`config.mk`:
```
export PLATFORM = sky130hd
export DESIGN_NAME = fpu_status_reg
export DESIGN_NICKNAME = d
export VERILOG_FILES = /design/src/rtl/fsr_pkg.sv /design/src/rtl/fsr_wr_merge.sv /design/src/rtl/fsr_setbit.sv /design/src/rtl/fsr_rnd_dec.sv /design/src/rtl/fpu_status_reg.sv
export SDC_FILE = /design/constraint.sdc
export NUM_CORES = 1
export LEC_CHECK = 0
export ABC_AREA = 1
export BUFFER_PORTS_ARGS = -buffer_cell sky130_fd_sc_hd__buf_2
export CAP_MARGIN = 40
export CORE_AREA = 10 10 89 91
export CTS_CLUSTER_SIZE = 20
export DETAILED_ROUTE_END_ITERATION = 6
export DIE_AREA = 0 0 99 101
export PLACE_DENSITY = 0.73
export SLEW_MARGIN = 10
export SYNTH_ARGS = -nofsm -noshare
export SYNTH_HDL_FRONTEND = slang
export SYNTH_SLANG_ARGS = --single-unit
```
`constraint.sdc`:
```
create_clock -name clk -period 1.3 [get_ports clk]
set_input_delay 0.13 -clock clk [delete_from_list [all_inputs] [get_ports clk]]
set_output_delay 0.13 -clock clk [all_outputs]
set_load 0.1 [all_outputs]
```
`src/rtl/fsr_pkg.sv`:
```
package fsr_pkg;
   localparam int FSR_W      = 32;
   localparam int NIB        = FSR_W / 4;
   localparam int B_FX       = 31;
   localparam int B_OX       = 30;
   localparam int B_UX       = 29;
   localparam int B_FEX      = 28;
   localparam int B_ZX       = 27;
   localparam int B_XX       = 26;
   localparam int B_VX       = 25;
   localparam int B_CAUSE_LO = 16;
   localparam int N_CAUSE    = 9;
   localparam int B_CLS_LO   = 11;
   localparam int N_CLS      = 5;
   localparam int B_VE       = 7;
   localparam int B_OE       = 6;
   localparam int B_UE       = 5;
   localparam int B_ZE       = 4;
   localparam int B_XE       = 3;
   localparam int N_PAIR     = 5;

   localparam logic [FSR_W-1:0] RSVD_MASK  = 32'h0000_0704;
   localparam logic [FSR_W-1:0] CLS_MASK   = 32'h0000_F800;
   localparam logic [FSR_W-1:0] CAUSE_MASK = 32'h01FF_0000;

   typedef enum logic [1:0] {
      RN_NEAR = 2'd0,
      RN_ZERO = 2'd1,
      RN_PINF = 2'd2,
      RN_NINF = 2'd3
   } rnd_e;

   function automatic int flag_pos(input int k);
      case (k)
         0:       return B_VX;
         1:       return B_OX;
         2:       return B_UX;
         3:       return B_ZX;
         default: return B_XX;
      endcase
   endfunction

   function automatic int en_pos(input int k);
      case (k)
         0:       return B_VE;
         1:       return B_OE;
         2:       return B_UE;
         3:       return B_ZE;
         default: return B_XE;
      endcase
   endfunction

   function automatic logic pending(input logic [FSR_W-1:0] q);
      logic hit;
      hit = 1'b0;
      for (int k = 0; k < N_PAIR; k++) begin
         hit = hit | (q[flag_pos(k)] & q[en_pos(k)]);
      end
      return hit;
   endfunction
endpackage

```
`src/rtl/fsr_wr_merge.sv`:
```
module fsr_wr_merge
   import fsr_pkg::*;
(
   input  logic [FSR_W-1:0] cur,
   input  logic [NIB-1:0]   mask,
   input  logic [FSR_W-1:0] data,
   output logic [FSR_W-1:0] nxt
);
   logic [FSR_W-1:0] fmask;
   logic [FSR_W-1:0] raw;

   for (genvar g = 0; g < NIB; g++) begin : g_field
      assign fmask[4*g +: 4] = {4{mask[g]}};
   end

   always_comb begin
      raw           = (cur & ~fmask) | (data & fmask);
      raw[B_FX]     = cur[B_FX];
      raw[B_FEX]    = cur[B_FEX];
      raw           = raw & ~RSVD_MASK;
      raw[B_VX]     = |raw[B_CAUSE_LO +: N_CAUSE];
      if (pending(raw)) raw[B_FEX] = 1'b1;
      nxt = raw;
   end
endmodule

```
`src/rtl/fsr_setbit.sv`:
```
module fsr_setbit
   import fsr_pkg::*;
(
   input  logic [FSR_W-1:0] cur,
   input  logic [4:0]       idx,
   output logic [FSR_W-1:0] nxt
);
   logic allowed;

   assign allowed = ~(RSVD_MASK[idx] | CLS_MASK[idx]);

   always_comb begin
      nxt = cur;
      if (allowed && !cur[idx]) begin
         nxt[idx] = 1'b1;
         if (CAUSE_MASK[idx]) begin
            nxt[B_VX] = 1'b1;
            nxt[B_FX] = 1'b1;
            if (cur[B_VE]) nxt[B_FEX] = 1'b1;
         end
         for (int k = 0; k < N_PAIR; k++) begin
            if (int'(idx) == flag_pos(k)) begin
               nxt[B_FX] = 1'b1;
               if (cur[en_pos(k)]) nxt[B_FEX] = 1'b1;
            end
            if (int'(idx) == en_pos(k) && cur[flag_pos(k)]) nxt[B_FEX] = 1'b1;
         end
      end
   end
endmodule

```
`src/rtl/fsr_rnd_dec.sv`:
```
module fsr_rnd_dec
   import fsr_pkg::*;
(
   input  logic [1:0] rn,
   output logic [3:0] sel
);
   rnd_e mode;
   assign mode = rnd_e'(rn);

   for (genvar i = 0; i < 4; i++) begin : g_sel
      assign sel[i] = (mode == rnd_e'(i));
   end
endmodule

```
`src/rtl/fpu_status_reg.sv`:
```
module fpu_status_reg
   import fsr_pkg::*;
#(
   parameter int         NUM_FE  = 2,
   parameter logic [1:0] RST_RND = 2'b00
)(
   input  logic              clk,
   input  logic              rst_n,
   input  logic              wr_en,
   input  logic [NIB-1:0]    wr_mask,
   input  logic [FSR_W-1:0]  wr_data,
   input  logic              set_en,
   input  logic [4:0]        set_idx,
   input  logic [N_CAUSE-1:0] evt_cause,
   input  logic [3:0]        evt_arith,
   input  logic              cls_we,
   input  logic [N_CLS-1:0]  cls_val,
   input  logic [NUM_FE-1:0] msr_fe,
   output logic [FSR_W-1:0]  fsr_q,
   output logic [3:0]        rnd_sel,
   output logic              fex_o,
   output logic              irq_o
);
   if (NUM_FE < 1 || NUM_FE > 8) begin : g_bad_fe
      $error("fpu_status_reg: NUM_FE out of range");
   end

   localparam logic [FSR_W-1:0] RST_VAL = {{(FSR_W-2){1'b0}}, RST_RND};

   logic [FSR_W-1:0] st_q, st_d;
   logic [FSR_W-1:0] wr_nxt, sb_nxt, ev_nxt;
   logic             fe_any;

   fsr_wr_merge u_merge (.cur(st_q), .mask(wr_mask), .data(wr_data), .nxt(wr_nxt));
   fsr_setbit   u_setb  (.cur(st_q), .idx(set_idx), .nxt(sb_nxt));
   fsr_rnd_dec  u_rdec  (.rn(st_q[1:0]), .sel(rnd_sel));

   always_comb begin
      ev_nxt = st_q;
      ev_nxt[B_CAUSE_LO +: N_CAUSE] = st_q[B_CAUSE_LO +: N_CAUSE] | evt_cause;
      if (|evt_cause) ev_nxt[B_VX] = 1'b1;
      ev_nxt[B_OX] = st_q[B_OX] | evt_arith[3];
      ev_nxt[B_UX] = st_q[B_UX] | evt_arith[2];
      ev_nxt[B_ZX] = st_q[B_ZX] | evt_arith[1];
      ev_nxt[B_XX] = st_q[B_XX] | evt_arith[0];
      if (|evt_cause || |evt_arith) ev_nxt[B_FX] = 1'b1;
      if (pending(ev_nxt)) ev_nxt[B_FEX] = 1'b1;
   end

   always_comb begin
      if (wr_en)       st_d = wr_nxt;
      else if (set_en) st_d = sb_nxt;
      else             st_d = ev_nxt;
      if (cls_we && !wr_en) st_d[B_CLS_LO +: N_CLS] = cls_val;
   end

   always_ff @(posedge clk or negedge rst_n) begin
      if (!rst_n) st_q <= RST_VAL;
      else        st_q <= st_d;
   end

   if (NUM_FE == 1) begin : g_fe_one
      assign fe_any = msr_fe[0];
   end else begin : g_fe_many
      assign fe_any = |msr_fe;
   end

   assign fsr_q = st_q;
   assign fex_o = st_q[B_FEX];
   assign irq_o = st_q[B_FEX] & fe_any;

   AST_VX_COVERS_CAUSE: assert property (@(posedge clk) disable iff (!rst_n)
      (|fsr_q[B_CAUSE_LO +: N_CAUSE]) |-> fsr_q[B_VX]) else $error("AST_VX_COVERS_CAUSE");
   AST_FEX_COVERS_PEND: assert property (@(posedge clk) disable iff (!rst_n)
      pending(fsr_q) |-> fex_o) else $error("AST_FEX_COVERS_PEND");
   AST_FX_PROTECTED: assert property (@(posedge clk) disable iff (!rst_n)
      wr_en |=> $stable(fsr_q[B_FX])) else $error("AST_FX_PROTECTED");
   AST_RSVD_ZERO: assert property (@(posedge clk) disable iff (!rst_n)
      (fsr_q & RSVD_MASK) == '0) else $error("AST_RSVD_ZERO");
   AST_OX_STICKY: assert property (@(posedge clk) disable iff (!rst_n)
      (!wr_en && fsr_q[B_OX]) |=> fsr_q[B_OX]) else $error("AST_OX_STICKY");
   AST_FEX_STICKY: assert property (@(posedge clk) disable iff (!rst_n)
      fex_o |=> fex_o) else $error("AST_FEX_STICKY");
   AST_RND_ONEHOT: assert property (@(posedge clk) disable iff (!rst_n)
      $onehot(rnd_sel)) else $error("AST_RND_ONEHOT");
   AST_IRQ_NEEDS_FE: assert property (@(posedge clk) disable iff (!rst_n)
      irq_o |-> (|msr_fe && fex_o)) else $error("AST_IRQ_NEEDS_FE");
endmodule

```
* Word-level counts from Yosys, hierarchy flattened
Memory sizes are Yosys's and may differ from the RTL's.
Index checks and enable logic that the tools add are counted.
** Word-level totals
- Bits in writable memories :: 0
- Memories kept :: 3
- Output and inout bits :: 38
- Register bits after elaboration :: 32
- Bits in latches :: 0
- Bits in read-only memories :: 96
- Word-level logic and storage cells :: 185
** Memories
- (name not given) :: words 32, bits a word 1, read ports 1, clocked after memory_dff 0, wr ports 0, line fsr_setbit.sv:16 : if (CAUSE_MASK[idx]) begin
- (name not given) :: words 32, bits a word 1, read ports 1, clocked after memory_dff 0, wr ports 0, line fsr_setbit.sv:10 : assign allowed = ~(RSVD_MASK[idx] | CLS_MASK[idx]);
- (name not given) :: words 32, bits a word 1, read ports 1, clocked after memory_dff 0, wr ports 0, line fsr_setbit.sv:10
** Cells by class
- Shifts and indexed selects :: 0
- Eq/ne operators :: 16
- Bitwise logic cells :: 32
- $lt $le $gt $ge :: 12
- Multiplexer cells :: 91
- Add/sub/neg operators :: 0
- Reduce and logical (&&, ||, !) cells :: 26
- Divide/modulo/power cells :: 0
- Multipliers :: 0
** Operators by type and width (number)
- two-way mux 32 bit :: 22
- == test 6 x 32 -> 1 bit :: 10
- less-than comparator 32 x 7 -> 1 bit (second input constant) :: 10
- bitwise AND 31 bit :: 2
- binary-select mux 1 bit (select 5 bit) :: 11
- two-way mux 1 bit :: 55
- bitwise OR 32 bit :: 1
- two-way mux 31 bit :: 1
- inverter 31 bit :: 1
- bitwise OR 31 bit :: 1
- OR reduction 9 bit :: 2
- bitwise OR 1 bit :: 13
- bitwise AND 1 bit :: 11
- bitwise OR 9 bit :: 1
- nonzero test 3 bit :: 3
- logical AND 1 bit :: 8
- less-than comparator 5 x 6 -> 1 bit (second input constant) :: 1
- AND reduction 3 bit :: 2
- nonzero test 2 bit :: 3
- demux 1 bit (select 5 bit) :: 1
- >= comparator 5 x 1 -> 1 bit (second input constant) :: 1
- two-way mux 5 bit :: 1
- == test 2 bit (second input constant) :: 2
- != test 2 x 1 -> 1 bit (second input constant) :: 2
- 9 further kinds :: 12

* Longest topological paths before layout
Gate-level depths: netlist (run 1).
- Word-level depth :: 32
- Mapped depth :: 14

* Modules after synthesis
A second synthesis (run 1) with hierarchy kept.
** Second synthesis, totals
- Cells, all modules :: 486
- Area total of the unflattened synthesis :: 2902.8 um2
** Modules (own cells, without submodules)
- fpu_status_reg :: times used 1, area each 1600.3 um2, cells an instance 197
- fsr_setbit :: times used 1, area each 779.5 um2, cells an instance 181
- fsr_wr_merge :: times used 1, area each 496.7 um2, cells an instance 101
- fsr_rnd_dec :: times used 1, area each 26.3 um2, cells an instance 7

* Worst setup path after synthesis (run 1)
OpenSTA, ideal clock, no wires.
- Kind :: reg2out
- From :: reg with a tool-made name
- To :: out rnd_sel[1]
- Setup slack :: -1.241 ns
- Arrival time :: 2.411 ns
- Path buffers :: 0
- Cell stages (with the launch flop) :: 3
- Path through :: dfrtp_1 inv_1 nor2_1
** RTL lines
- end: declaration :: line fpu_status_reg.sv:20 : output logic [3:0] rnd_sel,

==> flow_metrics.env, run 1 <==
export IMPL_cp_start_kind="register"
export IMPL_setup_tns_ns=-3.83
export IMPL_synth_seq_cells=32
export IMPL_holdWs_ns=0.177
export IMPL_power_uw=5400
export IMPL_worstMarginPinSlew_ns=0.684
export IMPL_synth_top_cell_by_area="dfrtp_1"
export IMPL_clock_latency_ns=0.29
export IMPL_drtIter0Drc=259
export IMPL_p_leak_uw=0.00234
export IMPL_synth_top_area_share_pct=30.0
export IMPL_max_cap_violations=0
export IMPL_peakVddDrop_mv=1.06
export IMPL_ys_types=36
export IMPL_gr_total_overflow=0
export IMPL_portBuffers=100
export IMPL_reg2reg_setup_slack_ns=-0.28
export IMPL_synth_area_top_cells="dfrtp_1, nand2_1, nor2_1"
export IMPL_gp_congestion=1.01
export IMPL_antenna_found_initial=0
export IMPL_fin_nets=669
export IMPL_grt_pass1_wl_um=18600
export IMPL_syn_num_nets=489
export IMPL_drc=0
export IMPL_design_area_mm2=0.00476
export IMPL_layout_drive_gt1_share_pct=46.0
export IMPL_die_area_mm2=0.0100
export IMPL_min_period_ns=1.58
export IMPL_pwr_density_cell_mw_per_mm2=1130
export IMPL_netlist_area_mm2=0.00267
export IMPL_finalHoldViolCount=0
export IMPL_crit_fanout=7
export IMPL_finalMaxSlewViolations=0
export IMPL_syn_to_final_growth_pct=78.5
export IMPL_crit_required_ns=1.48
export IMPL_dp_cells=659
export IMPL_cp_end_kind="register"
export IMPL_fillers=469
export IMPL_ys_seq_area_share_pct=30.0
export IMPL_rsz0062_at_grt="true"
export IMPL_die_y_um=101
export IMPL_finClkSkew_ns=0.00514
export IMPL_ant_nets=0
export IMPL_grt_pass1_vias=3721
export IMPL_grtUsageTotal_pct=22.7
export IMPL_wl_um=11800
export IMPL_avgViaCountPerCell=5.44
export IMPL_wl_per_cell_um=17.3
export IMPL_io_pins=108
export IMPL_netlist_instances=419
export IMPL_fin_ws_ns=-0.280
export IMPL_post_route_period_util_pct=122
export IMPL_cts_root_buffer="clkbuf_8"
export IMPL_place_area_mm2=0.00448
export IMPL_path_class="register to register"
export IMPL_clock_sink_count=32
export IMPL_hp_class="input port to register"
export IMPL_cts_htree_levels=2
export IMPL_syn_avg_cell_area_um2=6.36
export IMPL_yosysWarnings=0
export IMPL_max_freq_ghz=0.633
export IMPL_die_w_um=99
export IMPL_final_cells=678
export IMPL_max_slew_margin_pct=54.0
export IMPL_clk_pin_slew_worst_paths_ns=0.07
export IMPL_cts_tree="built"
export IMPL_cts_made_buffers=5
export IMPL_row_count=29
export IMPL_grt_max_degree=33
export IMPL_clock_path_buffers=2
export IMPL_drtPass1Iterations=5
export IMPL_setup_violations=24
export IMPL_vias=3687
export IMPL_violations="negative setup slack"
export IMPL_critPathArrivalTime_ns=1.76
export IMPL_initial_utilization_pct=43.0
export IMPL_coreArea_mm2=0.00620
export IMPL_dp_hpwl_um=9280
export IMPL_status="finished with violations"
-- what timing repair did --
action,CTS,global route
endpoints found under the setup margin,20,26
resized for setup,24,10
pin swaps,14,6
endpoints found under the hold margin,32,0
hold buffers,1,0
buffers inserted,8,5
-- cells in the mapped netlist, drive strengths merged --
cell type,count
a32o,2
nand4,10
nor4,1
nor3,5
clkbuf,1
nand2,133
o211ai,2
a22oi,3
nor2,60
a31oi,5
a221oi,9
or2,2
a21o,1
o21a,3
dfrtp,32
mux2i,4
buf,14
inv,41
o21ai,42
nand3,28
a21oi,15
o21bai,1
o22ai,5
-- cells in the final DEF (no fill, tap or decap), types with 4 or more instances in the layout --
master,count
nand2_1,116
buf_4,76
buf_2,65
nor2_1,50
buf_12,38
o21ai_0,34
inv_1,26
dfrtp_4,26
nand3_1,23
inv_2,12
a21oi_1,11
nand4_1,10
nand2_2,9
nand2_4,8
a221oi_1,8
o21ai_1,8
buf_6,7
nor2_4,5
nor3_1,5
nor2_2,5
o22ai_1,5
a31oi_1,5
clkbuf_8,5
mux2i_1,4
a21oi_2,4
-- worst max-delay path, cell delays in order, from the launching register on --
cell and delay (ns):
dfrtp_4 0.48, inv_2 0.07, nor2_1 0.04, nor2_1 0.12, nand2_2 0.09, a21oi_2 0.17, nand2_4 0.11, nand3_4 0.15
nand3_4 0.11, nand2_2 0.09, nand2_1 0.05
-- metal layers --
layer | up-vias | part of all wire (%) | GRT usage, %
li1 | 1757 | - | -
met1 | 1710 | 40 | 27.0
met2 | 190 | 49 | 39.2
met3 | 30 | 8.0 | 5.49
met4 | 0 | 2.7 | 7.17
met5 | - | 0 | 0
-- where the power goes --
group	total [µW]	leakage, µW	internal (µW)	switching (µW)
combinational	3140	0.00193	1160	1970
sequential	1280	0.000356	1170	107
clock	983	0.0000552	569	414
-- path summary, 6_finish.rpt --
check	startpoint	end	cells after the start
setup / recovery	fsr_q[19]	register	10
hold / removal	evt_cause[3]	fsr_q[19]	3
setup reg to reg	fsr_q[19]	register	10
hold reg to reg	register	register	2
max in group asynchronous	rst_n	fsr_q[18]	3
min in group asynchronous	rst_n	fsr_q[22]	3
-- stage by stage --
stage | setup slack, ns | util, %
6_report | -0.280 | 76.7
5_1_grt | -0.350 | 76.6
4_1_cts | -0.207 | 76.2
3_5_place_dp | -0.292 | 72.1
3_3_place_gp | -0.244 | 72.1
2_1_floorplan | -0.274 | -
-- cells by family (layout without fill, tap and decap cells) --
family | Yosys count | in the layout | synth area share (%)
and+or+nand+nor | 239 | 239 | 39.5
AOI/OAI and AO/OA | 88 | 88 | 19.9
buffers and inverters | 56 | 237 | 9.06
DFF | 32 | 32 | 30.0
muxes | 4 | 4 | 1.50
other | 0 | 1 | 0
-- area by class of cell --
cell class	instances	area [µm²]	share of cell area, %
repair buffers	188	1760	37.0
multi-input cells	331	1730	36.3
flip-flops and latches	32	902	19.0
inverters	41	163	3.42
well taps	77	96.3	2.02
clock buffers	6	72.6	1.53
clock inverters	2	35.0	0.736
diodes	1	2.50	0.0526
Power figures use the tool's default switching activity.
==> run 2: changes to the inputs <==
--- a/config.mk
+++ b/config.mk
@@ -8,11 +8,11 @@
 export ABC_AREA = 1
 export BUFFER_PORTS_ARGS = -buffer_cell sky130_fd_sc_hd__buf_2
 export CAP_MARGIN = 40
-export CORE_AREA = 10 10 89 91
+export CORE_AREA = 10 10 107 109
 export CTS_CLUSTER_SIZE = 20
 export DETAILED_ROUTE_END_ITERATION = 6
-export DIE_AREA = 0 0 99 101
-export PLACE_DENSITY = 0.73
+export DIE_AREA = 0 0 117 119
+export PLACE_DENSITY = 0.51
 export SLEW_MARGIN = 10
 export SYNTH_ARGS = -nofsm -noshare
 export SYNTH_HDL_FRONTEND = slang
==> run 2 against run 1 <==
Compared with the run above:
- the flow still finishes with violations (negative setup slack)
- critical path type unchanged
- worst setup slack better by 0.049 ns
- combinational power about the same
- maximum frequency up 3.2%
- hold slack worse by 0.023 ns
- critical path depth unchanged
- first-iteration DRC count up 9.7%
- total power up 0.86%
- highest routed layer unchanged
- largest power group unchanged
- clock power about the same
==> flow_metrics.env, run 2 (synthesized netlist as in run 1, its figures left out) <==
export IMPL_violations="negative setup slack"
export IMPL_worstMarginPinSlew_ns=0.488
export IMPL_drtIter0Drc=284
export IMPL_post_route_period_util_pct=118
export IMPL_gp_congestion=0.932
export IMPL_clock_latency_ns=0.29
export IMPL_syn_to_final_growth_pct=85.2
export IMPL_met2_length_um=5870
export IMPL_final_common_cell="nand2_1"
export IMPL_cts_made_buffers=5
export IMPL_die_area_mm2=0.0139
export IMPL_slowest_stage="dfrtp_4"
export IMPL_crit_required_ns=1.47
export IMPL_cts_tree="built"
export IMPL_peakVddDrop_mv=0.544
export IMPL_clock_sink_count=32
export IMPL_status="finished with violations"
export IMPL_fin_ws_ns=-0.232
export IMPL_wl_per_cell_um=16.1
export IMPL_grtUsageTotal_pct=16.6
export IMPL_crit_fanout=7
export IMPL_wl_um=11700
export IMPL_finClkSkew_ns=0.00940
export IMPL_max_slew_margin_pct=67.2
export IMPL_fin_util_pct=52.2
export IMPL_vias=3594
export IMPL_cts_htree_levels=2
export IMPL_mostFrequentLayoutCells="nand2_1, buf_4, buf_2"
export IMPL_critPathArrivalTime_ns=1.71
export IMPL_initial_utilization_pct=28.2
export IMPL_min_period_ns=1.53
export IMPL_layout_drive_gt1_share_pct=49.2
export IMPL_cp_start_kind="register"
export IMPL_grt_pass1_wl_um=18700
export IMPL_place_ws_ns=-0.309
export IMPL_clock_path_buffers=2
export IMPL_avgViaCountPerCell=4.94
export IMPL_fillers=960
export IMPL_cp_common_cell="nand2_1"
export IMPL_clk_pin_slew_worst_paths_ns=0.08
export IMPL_cts_root_buffer="clkbuf_8"
export IMPL_pwr_density_cell_mw_per_mm2=1100
export IMPL_p_leak_uw=0.00241
export IMPL_hp_class="input port to register"
export IMPL_row_count=36
export IMPL_gr_total_overflow=0
export IMPL_antenna_found_initial=0
export IMPL_max_cap_violations=0
export IMPL_diodes=0
export IMPL_path_class="register to register"
export IMPL_die_w_um=117
export IMPL_grt_pass1_vias=3700
export IMPL_cp_end_kind="register"
export IMPL_ant_nets=0
export IMPL_met3_wirelength_um=798
export IMPL_fin_nets=683
export IMPL_slowest_delay_ns=0.51
export IMPL_max_freq_ghz=0.653
export IMPL_wl_met1_um=4940
export IMPL_drc=0
export IMPL_setup_violations=23
export IMPL_dp_hpwl_um=9660
export IMPL_grt_max_degree=22
export IMPL_die_y_um=119
export IMPL_top_layer="met4"
export IMPL_worstPathBufferInverterCount=0
export IMPL_finalHoldViolCount=0
export IMPL_crit_chain="nand3_2, nand2_1, nor2_2, nor2_2, nor2_4, nand2_4, nand3_4, nand3_4, nand2_1, nand2_1"
export IMPL_coreArea_mm2=0.00946
export IMPL_io_pins=108
export IMPL_rsz0062_at_grt="true"
export IMPL_finalMaxSlewViolations=0
export IMPL_drtPass1Iterations=6
export IMPL_portBuffers=100
export IMPL_cp_top_family="simple AND/OR/NAND/NOR gates"
==> run 2: area by class of cell <==
type	instances	area (µm²)	share of cell area, %
clock buffer	6	72.6	1.47
sequential	32	902	18.3
inverter	41	170	3.45
multi-input combinational	331	1780	36.0
timing repair buffer	202	1840	37.2
tap	114	143	2.89
clock inverter	2	35.0	0.710
==> run 2: metrics by stage <==
stage / hold slack (ns) / cells / area, µm² / total power, µW / TNS [ns]
CTS: 0.156 / 727 / 4860 / 5420 / -3.48
detailed placement: 0.0918 / 714 / 4630 / 4340 / -4.45
floorplan: -0.166 / 419 / 2820 / 3000 / -3.81
finish: 0.155 / 728 / 4940 / 5440 / -3.12
global placement: 0.0870 / 714 / 4630 / 4340 / -4.05
global route: 0.192 / 728 / 4940 / 5670 / -4.90
==> run 2: where the power goes <==
part	internal, µW	leakage, µW	switching [µW]
logic	1200	0.00200	1970
registers	1170	0.000356	121
clock network	569	0.0000552	414
total	2940	0.00241	2510
==> run 2: what timing repair did <==
action	in CTS	in global routing
pin swaps	10	14
resized for setup	23	33
hold buffers	1	0
hold endpoints to repair	15	0
buffers inserted	5	4
setup endpoints to repair	20	25
==> run 2: path summary, 6_finish.rpt <==
check	end	depth (start not counted)	slack (ns)	start
setup / recovery	register	10	-0.23	fsr_q[30]
hold / removal	fsr_q[30]	3	0.15	wr_data[30]
setup reg to reg	register	10	-0.23	fsr_q[30]
hold reg to reg	register	2	0.51	register
max in group asynchronous	fsr_q[7]	3	0.53	rst_n
min in group asynchronous	asynchronous set/reset pin	2	0.30	rst_n
==> run 2: worst reg2reg max path: stages (launching register included) <==
cell and delay, ns:
dfrtp_4 0.51, nand3_2 0.10, nand2_1 0.07, nor2_2 0.12, nor2_2 0.05, nor2_4 0.12
nand2_4 0.09, nand3_4 0.13, nand3_4 0.11, nand2_1 0.08, nand2_1 0.05
==> run 2: per-layer routing <==
layer  global-route usage (%)  vias to the layer above
met5                        0                        -
met4                     3.32                        0
met3                     3.31                        8
met2                     28.7                      135
met1                     20.7                     1659
li1                         -                     1792
==> run 3: changes to the inputs <==
--- a/config.mk
+++ b/config.mk
@@ -13,6 +13,7 @@
 export DETAILED_ROUTE_END_ITERATION = 6
 export DIE_AREA = 0 0 117 119
 export PLACE_DENSITY = 0.51
+export REMOVE_ABC_BUFFERS = 1
 export SLEW_MARGIN = 10
 export SYNTH_ARGS = -nofsm -noshare
 export SYNTH_HDL_FRONTEND = slang
==> run 3 against run 2 <==
Compared with the run above:
- the run still ends with negative setup slack left
- sequential power down 5%
- sequential share of layout area down 1.6 points
- cell area down 2.4%
- first-iteration DRC count down 40%
- largest cell class unchanged
- highest routed layer unchanged
==> flow_metrics.env, run 3 (synthesized netlist as in run 1, its figures left out) <==
export IMPL_fin_util_pct=51.0
export IMPL_mostFrequentLayoutCells="nand2_1, buf_4, buf_2"
export IMPL_reg2reg_setup_slack_ns=-0.20
export IMPL_grtUsageTotal_pct=17.1
export IMPL_final_common_cell="nand2_1"
export IMPL_place_ws_ns=-0.241
export IMPL_net_switching_power_uw=2500
export IMPL_fin_nets=689
export IMPL_drtIter0Drc=169
export IMPL_multiInputGateArea_mm2=0.00172
export IMPL_vias=3573
export IMPL_diodes=0
export IMPL_cp_end_kind="register"
export IMPL_antenna_found_initial=0
export IMPL_grt_max_degree=33
export IMPL_worstMarginPinSlew_ns=0.488
export IMPL_worstReg2RegStart="fsr_q[4]"
export IMPL_max_slew_margin_pct=67.2
export IMPL_place_area_mm2=0.00452
export IMPL_grt_pass1_vias=3752
export IMPL_min_period_ns=1.50
export IMPL_cts_tree="built"
export IMPL_comb_power_share_pct=58.5
export IMPL_die_w_um=117
export IMPL_io_pins=108
export IMPL_die_y_um=119
export IMPL_portBuffers=100
export IMPL_cts_made_buffers=5
export IMPL_fin_ws_ns=-0.199
export IMPL_power_internal_uw=2890
export IMPL_gp_congestion=0.897
export IMPL_pwr_density_cell_mw_per_mm2=1120
export IMPL_ant_nets=0
export IMPL_status="finished with violations"
export IMPL_crit_fanout=7
export IMPL_pwr_share_seq_pct=22.6
export IMPL_finClkSkew_ns=0.0105
export IMPL_clock_latency_ns=0.30
export IMPL_drtPass1Iterations=4
export IMPL_violations="negative setup slack"
export IMPL_holdWs_ns=0.154
export IMPL_critPathArrivalTime_ns=1.69
export IMPL_hp_class="input port to register"
export IMPL_hp_start="wr_data[30]"
export IMPL_avgViaCountPerCell=4.87
export IMPL_switching_share_pct=46.4
export IMPL_coreArea_mm2=0.00946
export IMPL_wl_per_cell_um=16.1
export IMPL_layout_drive_gt1_share_pct=41.8
export IMPL_dp_hpwl_um=9820
export IMPL_setup_violations=16
export IMPL_crit_start="fsr_q[4]"
export IMPL_clock_path_buffers=2
export IMPL_max_freq_ghz=0.667
export IMPL_final_cells=734
export IMPL_p_clk_share_pct=18.9
export IMPL_max_cap_violations=0
export IMPL_finalHoldViolCount=0
export IMPL_post_route_period_util_pct=115
export IMPL_clk_pin_slew_worst_paths_ns=0.08
export IMPL_fillers=958
export IMPL_regArea_um2=802
export IMPL_initial_utilization_pct=28.2
export IMPL_peakVddDrop_mv=0.388
export IMPL_cp_start_kind="register"
export IMPL_row_count=36
export IMPL_cts_root_buffer="clkbuf_8"
export IMPL_p_leak_uw=0.00246
export IMPL_worstHoldPathCells=3
export IMPL_design_area_mm2=0.00482
export IMPL_cts_htree_levels=2
export IMPL_wl_um=11800
export IMPL_rsz0062_at_grt="true"
export IMPL_reg2reg_depth=10
export IMPL_crit_required_ns=1.49
export IMPL_dp_cells=717
export IMPL_drc=0
export IMPL_die_area_mm2=0.0139
export IMPL_min_to="fsr_q[30]"
export IMPL_syn_to_final_growth_pct=80.8
export IMPL_gr_total_overflow=0
export IMPL_grt_pass1_wl_um=19000
export IMPL_path_class="register to register"
export IMPL_finalMaxSlewViolations=0
export IMPL_clock_sink_count=32
-- run 3: cell types whose count changed in the layout (fill, tap and decap cells not counted), moves of 3 or more --
cell     change
dfrtp_4     -26
inv_2        -4
o21ai_1      +3
dfrtp_1     +28
o21ai_2      -3
nand2_2      -5
buf_4        +7
inv_1        +7
nand2_1      +6
-- run 3: area by class of cell --
class / count / area share (%)
clock buffers: 5 / 1.43
clock inverters: 3 / 0.883
inverters: 41 / 3.30
multi-input cells: 331 / 35.6
flip-flops and latches: 32 / 16.6
well taps: 114 / 2.96
repair buffers: 208 / 39.2
-- run 3: layer usage --
| metal | global-route usage [%] | share of wire, % | up-vias | routed length [µm] |
|---|---|---|---|---|
| met3 | 3.16 | 6.1 | 10 | 715 |
| li1 | - | - | 1796 | - |
| met4 | 4.79 | 1.3 | 0 | 151 |
| met5 | 0 | 0 | - | 0 |
| met2 | 28.9 | 49 | 101 | 5830 |
| met1 | 21.6 | 43 | 1666 | 5100 |
-- run 3: stage by stage --
stage	power (µW)	TNS, ns
2_1_floorplan	2830	-24.92
3_3_place_gp	4250	-3.04
3_5_place_dp	4260	-3.52
4_1_cts	5380	-2.04
5_1_grt	5630	-4.12
6_report	5390	-2.44
-- run 3: timing repair --
action | CTS | global route
setup buffers | 5 | 5
hold endpoints to repair | 32 | 0
hold buffers | 1 | 0
pin swaps | 3 | 3
resized for setup | 28 | 20
endpoints found under the setup margin | 19 | 23
-- run 3: worst max-delay path, stage by stage, from the launching register on --
cell and delay [ns]:
dfrtp_1 0.38, inv_1 0.12, o21ai_0 0.09, nand2_1 0.07, nand2_1 0.07, a21oi_2 0.17, nand2_4 0.12, nand3_4 0.14
nand3_4 0.10, nand2_1 0.07, nand2_1 0.05
-- run 3: power by group through the flow --
| stage | Combinational [µW] | Clock (µW) | Sequential, µW |
|---|---|---|---|
| 6_report | 3160 | 1020 | 1220 |
| 5_1_grt | 3340 | 1060 | 1230 |
| 4_1_cts | 3130 | 1040 | 1220 |
| 3_5_place_dp | 3030 | 0 | 1230 |
| 3_3_place_gp | 3010 | 0 | 1230 |
| 2_1_floorplan | 701 | 0 | 2120 |
-- run 3: worst max-delay path by stage --
stage	to	slack [ns]	depth (start not counted)
after global routing	register	-0.30	10
after floorplan	irq_o	-1.84	2
after global placement	register	-0.21	14
after detailed placement	register	-0.24	15
after CTS	register	-0.17	12
final	register	-0.20	10
